$ cat config.mk
export PLATFORM = sky130hd
export DESIGN_NAME = digit_ring_display
export DESIGN_NICKNAME = d
export VERILOG_FILES = /design/src/rtl/digit_ring_pkg.sv /design/src/rtl/step_pulse_gen.sv /design/src/rtl/ring_position_fsm.sv /design/src/rtl/seven_seg_encoder.sv /design/src/rtl/digit_ring_display.sv
export SDC_FILE = /design/constraint.sdc
export NUM_CORES = 1
export LEC_CHECK = 0
export ABC_CLOCK_PERIOD_IN_PS = 3300
export BUFFER_PORTS_ARGS = -buffer_cell sky130_fd_sc_hd__buf_2
export CAP_MARGIN = 40
export CORE_UTILIZATION = 35
export CTS_CLUSTER_SIZE = 24
export DETAILED_ROUTE_END_ITERATION = 12
export HOLD_SLACK_MARGIN = 0.1
export PLACE_DENSITY = 0.55
export SLEW_MARGIN = 20
export SYNTH_ARGS = -nofsm -noshare
export SYNTH_HDL_FRONTEND = slang
export SYNTH_SLANG_ARGS = --single-unit
$ cat constraint.sdc
create_clock -name clk -period 3.3 [get_ports clk]
set_input_delay 0.33 -clock clk [delete_from_list [all_inputs] [get_ports clk]]
set_output_delay 0.33 -clock clk [all_outputs]
set_load 0.005 [all_outputs]
$ cat src/rtl/digit_ring_pkg.sv
package digit_ring_pkg;

  localparam int RING_LEN = 5;
  localparam int POS_W    = $clog2(RING_LEN);

  typedef logic [POS_W-1:0] pos_t;
  typedef logic [3:0]       digit_t;
  typedef logic [6:0]       seg_t;

  // Successor position on the ring; illegal codes fall back to position 0.
  function automatic pos_t ring_next(input pos_t cur, input logic fwd);
    pos_t nxt;
    if (int'(cur) >= RING_LEN)
      nxt = '0;
    else if (fwd)
      nxt = (int'(cur) == RING_LEN - 1) ? pos_t'(0) : pos_t'(cur + pos_t'(1));
    else
      nxt = (cur == pos_t'(0)) ? pos_t'(RING_LEN - 1) : pos_t'(cur - pos_t'(1));
    return nxt;
  endfunction

  // Active-high segment pattern {g,f,e,d,c,b,a}; non-decimal values are dark.
  function automatic seg_t digit_glyph(input digit_t d);
    seg_t g;
    case (d)
      4'd0:    g = 7'b0111111;
      4'd1:    g = 7'b0000110;
      4'd2:    g = 7'b1011011;
      4'd3:    g = 7'b1001111;
      4'd4:    g = 7'b1100110;
      4'd5:    g = 7'b1101101;
      4'd6:    g = 7'b1111101;
      4'd7:    g = 7'b0000111;
      4'd8:    g = 7'b1111111;
      4'd9:    g = 7'b1101111;
      default: g = 7'b0000000;
    endcase
    return g;
  endfunction

endpackage

$ cat src/rtl/step_pulse_gen.sv
module step_pulse_gen #(
  parameter int SYNC_STAGES = 2
) (
  input  logic clk,
  input  logic rst_n,
  input  logic btn_n,
  output logic pulse
);
  localparam int CHAIN_LEN = SYNC_STAGES + 1;

  logic [CHAIN_LEN-1:0] chain;

  // Synchronizer stages plus one history flop; no reset so a held button
  // never looks like a fresh press once reset is released.
  genvar gi;
  generate
    for (gi = 0; gi < CHAIN_LEN; gi++) begin : g_stage
      if (gi == 0) begin : g_first
        always_ff @(posedge clk) chain[gi] <= btn_n;
      end else begin : g_next
        always_ff @(posedge clk) chain[gi] <= chain[gi-1];
      end
    end
  endgenerate

  logic level_now, level_prev;
  assign level_now  = chain[SYNC_STAGES-1];
  assign level_prev = chain[SYNC_STAGES];
  assign pulse      = level_prev & ~level_now;

  // an advance event never lasts two cycles
  assert_single_pulse_R5: assert property (@(posedge clk) disable iff (!rst_n)
    pulse |=> !pulse);

endmodule

$ cat src/rtl/ring_position_fsm.sv
module ring_position_fsm
  import digit_ring_pkg::*;
(
  input  logic clk,
  input  logic rst_n,
  input  logic adv,
  input  logic fwd,
  output pos_t pos
);
  pos_t pos_nxt;

  always_comb begin
    pos_nxt = pos;
    if (adv) pos_nxt = ring_next(pos, fwd);
  end

  always_ff @(posedge clk) begin
    if (!rst_n) pos <= '0;
    else        pos <= pos_nxt;
  end

  // reset lands on position 0 regardless of advance or direction
  assert_reset_home_R1: assert property (@(posedge clk)
    !rst_n |=> pos == '0);

  // the position stays inside the five-entry ring
  assert_pos_legal_R2: assert property (@(posedge clk) disable iff (!rst_n)
    int'(pos) < RING_LEN);

  // forward step and wrap
  assert_fwd_step_R2: assert property (@(posedge clk) disable iff (!rst_n)
    (adv && fwd && int'(pos) < RING_LEN - 1) |=> pos == pos_t'($past(pos) + pos_t'(1)));
  assert_fwd_wrap_R2: assert property (@(posedge clk) disable iff (!rst_n)
    (adv && fwd && int'(pos) == RING_LEN - 1) |=> pos == '0);

  // backward step and wrap
  assert_bwd_step_R3: assert property (@(posedge clk) disable iff (!rst_n)
    (adv && !fwd && pos != '0 && int'(pos) < RING_LEN) |=> pos == pos_t'($past(pos) - pos_t'(1)));
  assert_bwd_wrap_R3: assert property (@(posedge clk) disable iff (!rst_n)
    (adv && !fwd && pos == '0) |=> int'(pos) == RING_LEN - 1);

  // without an advance event the position holds
  assert_hold_R5: assert property (@(posedge clk) disable iff (!rst_n)
    !adv |=> $stable(pos));

endmodule

$ cat src/rtl/seven_seg_encoder.sv
module seven_seg_encoder
  import digit_ring_pkg::*;
#(
  parameter bit ACTIVE_LOW = 1'b1
) (
  input  digit_t digit,
  output seg_t   seg
);
  seg_t glyph;
  assign glyph = digit_glyph(digit);

  generate
    if (ACTIVE_LOW) begin : g_low
      assign seg = ~glyph;
    end else begin : g_high
      assign seg = glyph;
    end
  endgenerate

  // every decimal digit lights between two and seven segments
  always_comb begin
    if (digit <= 4'd9)
      assert_lit_count_R8: assert ($countones(glyph) >= 2);
  end

endmodule

$ cat src/rtl/digit_ring_display.sv
module digit_ring_display
  import digit_ring_pkg::*;
#(
  parameter logic [3:0] DIG0 = 4'd3,
  parameter logic [3:0] DIG1 = 4'd9,
  parameter logic [3:0] DIG2 = 4'd5,
  parameter logic [3:0] DIG3 = 4'd0,
  parameter logic [3:0] DIG4 = 4'd7,
  parameter int         SYNC_STAGES = 2
) (
  input  logic       clk,
  input  logic       step_btn_n,
  input  logic       rst_btn_n,
  input  logic       dir_fwd,
  output logic [6:0] seg_n
);
  localparam digit_t DIGS [RING_LEN] = '{DIG0, DIG1, DIG2, DIG3, DIG4};

  logic   step_evt;
  pos_t   ring_pos;
  digit_t cur_digit;

  step_pulse_gen #(.SYNC_STAGES(SYNC_STAGES)) u_step (
    .clk   (clk),
    .rst_n (rst_btn_n),
    .btn_n (step_btn_n),
    .pulse (step_evt)
  );

  ring_position_fsm u_fsm (
    .clk   (clk),
    .rst_n (rst_btn_n),
    .adv   (step_evt),
    .fwd   (dir_fwd),
    .pos   (ring_pos)
  );

  assign cur_digit = (int'(ring_pos) < RING_LEN) ? DIGS[ring_pos] : 4'hF;

  seven_seg_encoder #(.ACTIVE_LOW(1'b1)) u_enc (
    .digit (cur_digit),
    .seg   (seg_n)
  );

  // a non-decimal digit leaves every segment dark
  assert_blank_R8: assert property (@(posedge clk) disable iff (!rst_btn_n)
    (cur_digit > 4'd9) |-> seg_n == 7'h7F);

endmodule

==> impl_results.md, run 1 <==
- Status: finished, final reports clean
- Max_slew headroom: 72.71%
- Clock root buffer: clkbuf_4
- Multi-input logic area: 395.4 µm²
- Post-synth ARST share: 0%
- Routed WL: 899 µm
- Reg2Reg Capture Point: u_fsm.pos[0]$_SDFFE_PN0P_
- Reg2Reg Depth: 5
- Max Cap Violations: 0
- Global Route Usage Sum: 12.57%
- P&R area growth vs syn: 10.80%
- Crit path capture type: output pin
- Setup ws final: 0.6882 ns
- Clock slew at reported path FFs: 0.04 ns
- Initial antenna violation count: 0
- IO Count: 11
- Final setup vio count: 0
- Crit Path Class: flip-flop to output pin
- Final TNS setup: 0 ns
- Setup bufs post-CTS: 0
- Diode count: 0
- Post-DRT Antenna Nets: 0
- Final Hold Fails: 0
- Setup crit start: u_fsm.pos[0]$_SDFFE_PN0P_
- Final Max Tran Viols: 0
- Worst Setup Start Kind: flip-flop
- Adder-cell share of the synthesized area: 25.92%
- Post-synth top flop: dfxtp_1
- Fillers: 153
- Leak: 0.3340 nW
- Tmin final: 2.612 ns
- # DRC: 0
- GR Overflow Total: 0
- Synth Instances: 65
- Via-per-instance ratio: 4.769
- Synth Area in Compound Gates: 15.12%
- Most frequent cells in the layout: 12 x ha_1, 10 x buf_2, 9 x inv_1, 6 x dfxtp_1, 5 x nand2_1
- DR pass1 iterations: 4
- EDFF count, synth: 0
- Synth Warn #: 0
- Unrepaired setup endpoints after global routing: false
- H-tree Lvls: 1
- Seq. cell area: 120.1 µm²
- Final core area utilization: 42.12%
- Hold crit path type: input pin to flip-flop
- Largest net degree at the start of global routing: 13
- Req. time, crit path: 2.97 ns
- Fin Hold WS: 0.1937 ns
- Clock skew: 0.003711 ns
- Routed vias: 434
- Post-synthesis sequential area ratio: 20.73%
- Global Route met1 Usage: 15.40%
- Synthesized Nets: 81
- Gates resized, CTS repair: 0
- Post-Synth XOR/XNOR Area: 1.512%
- Mapped cell area: 579.3 µm²
- Drt wl/cell: 9.879 µm
- Core ar.: 0.001524 mm²
- Die ar.: 0.001822 mm²
- Global-route wire length before repair: 1725 µm
- Mux contribution to synthesized area: 12.10%
- Pwr/cell area: 309.9 mW/mm²
- Clock buffer depth: 2
- Nets@finish: 93
- Clk sinks: 6
- Clock latency on the worst-skew pair: 0.24 ns
- Share of layout cells above drive strength 1: 24.00%
- Combinational family with the most area after synthesis: adder cells
- Post-synth cell types: 25
- Max VDD drop: 157.4 µV
- Critical path arrival: 2.28 ns
- CTS buffer count: 3
- Worst slack at placement: 0.9495 ns
- Crit path to: seg_n[4]
- Commonest non-fill, non-tap cell in the layout: ha_1
- Crit-path max cell delay: 0.54 ns
- RR Startpoint: u_fsm.pos[0]$_SDFFE_PN0P_
- Top Usage Layer GRT: met2
- Die Span Y: 42.69 µm
- Starting Density: 38.01%
- Worst reg-to-reg setup slack: 1.50 ns
- Met3 Usage GRT: 3.404%
- Tcrit/Tclk final: 79.15%
- Chip Width: 42.69 µm
- Crit-path max FO: 12
- First DRT Iteration DRCs: 13
- CP cell instances: inv_1 > ha_1 > inv_1 > ha_1 > nand2_1 > inv_1 > ha_1 > mux2i_1 > mux2_4 > buf_2
- CTS tree: built
- Detailed Place HPWL: 693.6 µm
- RePlAce Congestion: 0.7332
- Met2 usage: 18.48%
- Row count: 14
- CTS Hold Bufs: 0
- Total Power: 198.9 µW
- Synth Register Bits: 6
- Max Fclk: 0.3829 GHz
- Avg Inst Size Synth: 8.912 µm²
- Slew @ Worst Pin: 0.4079 ns
- IO buf count: 10
- Slowest CP cell: dfxtp_1
- Post-synthesis simple-gate area fraction: 13.61%
- Vias in the first global route: 425
[cell usage after synthesis, types with 2 or more instances]
master    instances  area [µm²]
nand3_1           2       10.01
inv_1             9       33.78
a211oi_1          2       15.01
nor2_1            2       7.510
ha_1             12       150.1
buf_6             2       22.52
nand2_1           5       18.77
o41ai_1           2       17.52
a21oi_1           3       15.01
o21ai_0           3       15.01
mux2i_1           3       30.03
nor2b_1           2       12.51
dfxtp_1           6       120.1
[worst max-delay path: cells and delay by family, from the launching register on]
family	cells	cell delay, ns
adder cells (fa/ha/maj)	3	0.64
buffers and inverters	4	0.41
flip-flops	1	0.54
multiplexers	2	0.33
AND/OR/NAND/NOR	1	0.12
[per-layer routing]
layer	share of wire [%]	wire, µm
met3	5.3	48
met5	0	0
met4	0	0
met1	53	475
met2	42	376
[cell families (layout without fill, tap and decap cells)]
| group | count (synthesis) | in the layout |
|---|---|---|
| simple gates | 15 | 15 |
| mux | 6 | 6 |
| compound gates | 13 | 13 |
| buf+inv | 12 | 22 |
| flops | 6 | 6 |
| fa+ha+maj | 12 | 12 |
| xor+xnor | 1 | 1 |
[state kept, by name (all words and copies together) (netlist names)]
signal and cells:
u_step.level_prev 1, u_fsm.pos 3, u_step.chain 1, u_step.level_now 1
[layout make-up]
| cell class | instances | area share [%] |
|---|---|---|
| Clock buffer | 3 | 3.509 |
| Tap cell | 16 | 3.119 |
| Sequential cell | 6 | 18.71 |
| Multi-Input combinational cell | 47 | 61.60 |
| Inverter | 9 | 5.263 |
| Timing Repair Buffer | 10 | 7.797 |
[power by group]
| part | leakage (nW) | total (mW) | switching, mW | internal, mW |
|---|---|---|---|---|
| registers | 0.0498 | 0.0828 | 0.00608 | 0.0767 |
| logic | 0.270 | 0.0514 | 0.0262 | 0.0252 |
| clock network | 0.0138 | 0.0647 | 0.0238 | 0.0410 |
[through the flow]
step	instances	area, µm²
floorplan	65	579.3
global placement	88	619.3
detailed placement	88	619.3
CTS	91	641.9
global route	91	641.9
finish	91	641.9
[worst min-delay path by stage]
stage                                    end               startpoint  depth (start not counted)  slack, ns
global placement    u_step.level_now$_DFF_P_  u_step.chain[0]$_DFF_P_                          0       0.31
global route         u_step.chain[0]$_DFF_P_               step_btn_n                          1       0.18
CTS                  u_step.chain[0]$_DFF_P_               step_btn_n                          1       0.18
finish               u_step.chain[0]$_DFF_P_               step_btn_n                          1       0.19
detailed placement  u_step.level_now$_DFF_P_  u_step.chain[0]$_DFF_P_                          0       0.32
floorplan           u_step.level_now$_DFF_P_  u_step.chain[0]$_DFF_P_                          0       0.31
Power figures use the tool's default switching activity.
==> run 2, diff against run 1 <==
--- a/config.mk
+++ b/config.mk
@@ -5,14 +5,14 @@
 export SDC_FILE = /design/constraint.sdc
 export NUM_CORES = 1
 export LEC_CHECK = 0
-export ABC_CLOCK_PERIOD_IN_PS = 3300
+export ABC_CLOCK_PERIOD_IN_PS = 2150
 export BUFFER_PORTS_ARGS = -buffer_cell sky130_fd_sc_hd__buf_2
 export CAP_MARGIN = 40
 export CORE_UTILIZATION = 35
 export CTS_CLUSTER_SIZE = 24
 export DETAILED_ROUTE_END_ITERATION = 12
 export HOLD_SLACK_MARGIN = 0.1
-export PLACE_DENSITY = 0.55
+export PLACE_DENSITY = 0.57
 export SLEW_MARGIN = 20
 export SYNTH_ARGS = -nofsm -noshare
 export SYNTH_HDL_FRONTEND = slang
==> constraint.sdc (replaced) <==
create_clock -name clk -period 2.15 [get_ports clk]
set_input_delay 0.215 -clock clk [delete_from_list [all_inputs] [get_ports clk]]
set_output_delay 0.215 -clock clk [all_outputs]
set_load 0.005 [all_outputs]
==> impl_results.md, run 2 (synthesized netlist as in run 1, its figures left out) <==
- Final Hold Fails: 0 (unchanged)
- Slew @ Worst Pin: 0.3981 ns (-0.009790 ns)
- Clock skew: 0.003475 ns (-0.0002357 ns)
- Max Fclk: 0.4961 GHz
- Final core area utilization: 46.55% (+4.4 points)
- Crit Path Class: flip-flop to output pin
- DR pass1 iterations: 4 (unchanged)
- CP cell instances: inv_2 > ha_4 > inv_1 > ha_4 > nand2_2 > inv_1 > ha_1 > mux2i_1 > mux2_4 > buf_2
- Hold path cells: 3 (+2)
- Family with the most delay on the worst path: adder cells
- Post-DRT Antenna Nets: 0 (unchanged)
- H-tree Lvls: 1 (unchanged)
- Slowest CP cell: dfxtp_1
- Tmin final: 2.016 ns
- Worst reg-to-reg setup slack: 0.70 ns (-0.80 ns)
- Die ar.: 0.001822 mm² (unchanged)
- Total Power: 324.0 µW (+63%)
- Crit path capture type: output pin
- Via-per-instance ratio: 4.948 (+3.7%)
- Max Cap Violations: 0 (unchanged)
- Tcrit/Tclk final: 93.76%
- Max_slew headroom: 73.36% (+0.66 points)
- Initial antenna violation count: 0 (unchanged)
- Worst Setup Start Kind: flip-flop
- IO buf count: 10 (unchanged)
- First DRT Iteration DRCs: 4 (-9)
- Clk sinks: 6 (unchanged)
- P&R area growth vs syn: 22.46%
- Nets@finish: 98 (+5.4%)
- Most frequent cells in the layout: 10 x ha_1, 10 x buf_2, 7 x inv_1, 6 x dfxtp_1
- Status: finished, final reports clean
- Detailed Place HPWL: 788.3 µm (+14%)
- Final setup vio count: 0 (unchanged)
- IO Count: 11 (unchanged)
- Drt wl/cell: 10.77 µm (+9.0%)
- Starting Density: 38.01% (unchanged)
- Worst path bufs/invs: 4 (unchanged)
- Diode count: 0 (unchanged)
- Levels on crit path: 10 (unchanged)
- CTS buffer count: 3 (unchanged)
- Routed WL: 1034 µm (+15%)
- Chip Width: 42.69 µm (unchanged)
- Core ar.: 0.001524 mm² (unchanged)
- Leak: 0.3621 nW (+8.4%)
- Crit-path max FO: 5 (-7)
- Unrepaired setup endpoints after global routing: false
- GR Overflow Total: 0 (unchanged)
- Global Route Usage Sum: 13.26% (+0.69 points)
- Clock buffer depth: 2 (unchanged)
- Final TNS setup: 0 ns (unchanged)
- Row count: 14 (unchanged)
- Req. time, crit path: 1.93 ns (-1.04 ns)
- Clock root buffer: clkbuf_4
- Top reg by flops: u_fsm.pos
- Max reg flops: 3 (unchanged)
- CTS tree: built
- Pwr/cell area: 456.6 mW/mm² (+47%)
- Reg2Reg Depth: 6 (+1)
- Critical path arrival: 1.80 ns (-0.48 ns)
- Global-route wire length before repair: 1869 µm (+8.3%)
- Fillers: 158 (+3.3%)
- Largest net degree at the start of global routing: 12 (-1)
- # DRC: 0 (unchanged)
- Routed vias: 475 (+9.4%)
- RePlAce Congestion: 0.7005 (-4.5%)
- Clock slew at reported path FFs: 0.04 ns (about the same)
- Final Max Tran Viols: 0 (unchanged)
- Vias in the first global route: 426 (+0.24%)
- Die Span Y: 42.69 µm (unchanged)
- Crit-path max cell delay: 0.33 ns (-0.21 ns)
- Share of layout cells above drive strength 1: 33.75% (+9.8 points)
- Fin Hold WS: 0.2322 ns (+0.03849 ns)
- Clock latency on the worst-skew pair: 0.24 ns (about the same)
- Hold crit path type: input pin to flip-flop
- Max VDD drop: 455.4 µV (+190%)
[run 2: cell types whose count changed in the layout (fill, tap and decap cells not counted)]
cell	change
inv_1	-2
nand2_1	-1
nand2_2	+1
dlygate4sd3_1	+1
buf_4	+4
inv_2	+2
ha_4	+2
ha_1	-2
[run 2: through the flow]
step | std cells | setup slack [ns] | cell area [µm²]
2_1_floorplan | 65 | 0.2662 | 579.3
3_3_place_gp | 91 | 0.2661 | 641.9
3_5_place_dp | 91 | 0.2026 | 641.9
4_1_cts | 95 | 0.02334 | 679.4
5_1_grt | 96 | 0.01962 | 709.4
6_report | 96 | 0.1341 | 709.4
[run 2: final timing paths]
path / from / endpoint
max: u_fsm.pos[1]$_SDFFE_PN0P_ / seg_n[4]
min: rst_btn_n / u_fsm.pos[0]$_SDFFE_PN0P_
max reg2reg: u_fsm.pos[1]$_SDFFE_PN0P_ / u_fsm.pos[2]$_SDFFE_PN0P_
min reg2reg: u_step.chain[0]$_DFF_P_ / u_step.level_now$_DFF_P_
[run 2: power breakdown]
group,internal (mW),switching [mW]
Clock,0.0628,0.0355
Combinational,0.0515,0.0541
Sequential,0.118,0.00236
[run 2: routing by layer]
layer	routed length (µm)	GRT usage [%]	vias to the layer above
met5	0	0	-
met4	0	5.625	0
met3	46	0	0
met2	465	22.42	16
met1	523	17.71	209
li1	-	-	250
[run 2: area by class of cell]
type                    count  area, µm²  share of cell area, %
inverters                   9      33.78                  4.762
clock buffers               3      22.52                  3.175
repair buffers             15      90.09                  12.70
flip-flops and latches      6      120.1                  16.93
well taps                  16      20.02                  2.822
multi-input cells          47      422.9                  59.61
[run 2: repair_timing]
| action | in CTS | in global routing |
|---|---|---|
| hold endpoints to repair | 1 | 0 |
| endpoints found under the setup margin | 2 | 3 |
| gates resized for setup | 2 | 5 |
| buffers inserted | 0 | 1 |
| hold buffers | 1 | 0 |
[run 2: worst min-delay path: cells and delay by family]
kind                   cells  cell delay, ns
buffers and inverters      1            0.10
AOI/OAI and AO/OA          1            0.05
and+or+nand+nor            1            0.07
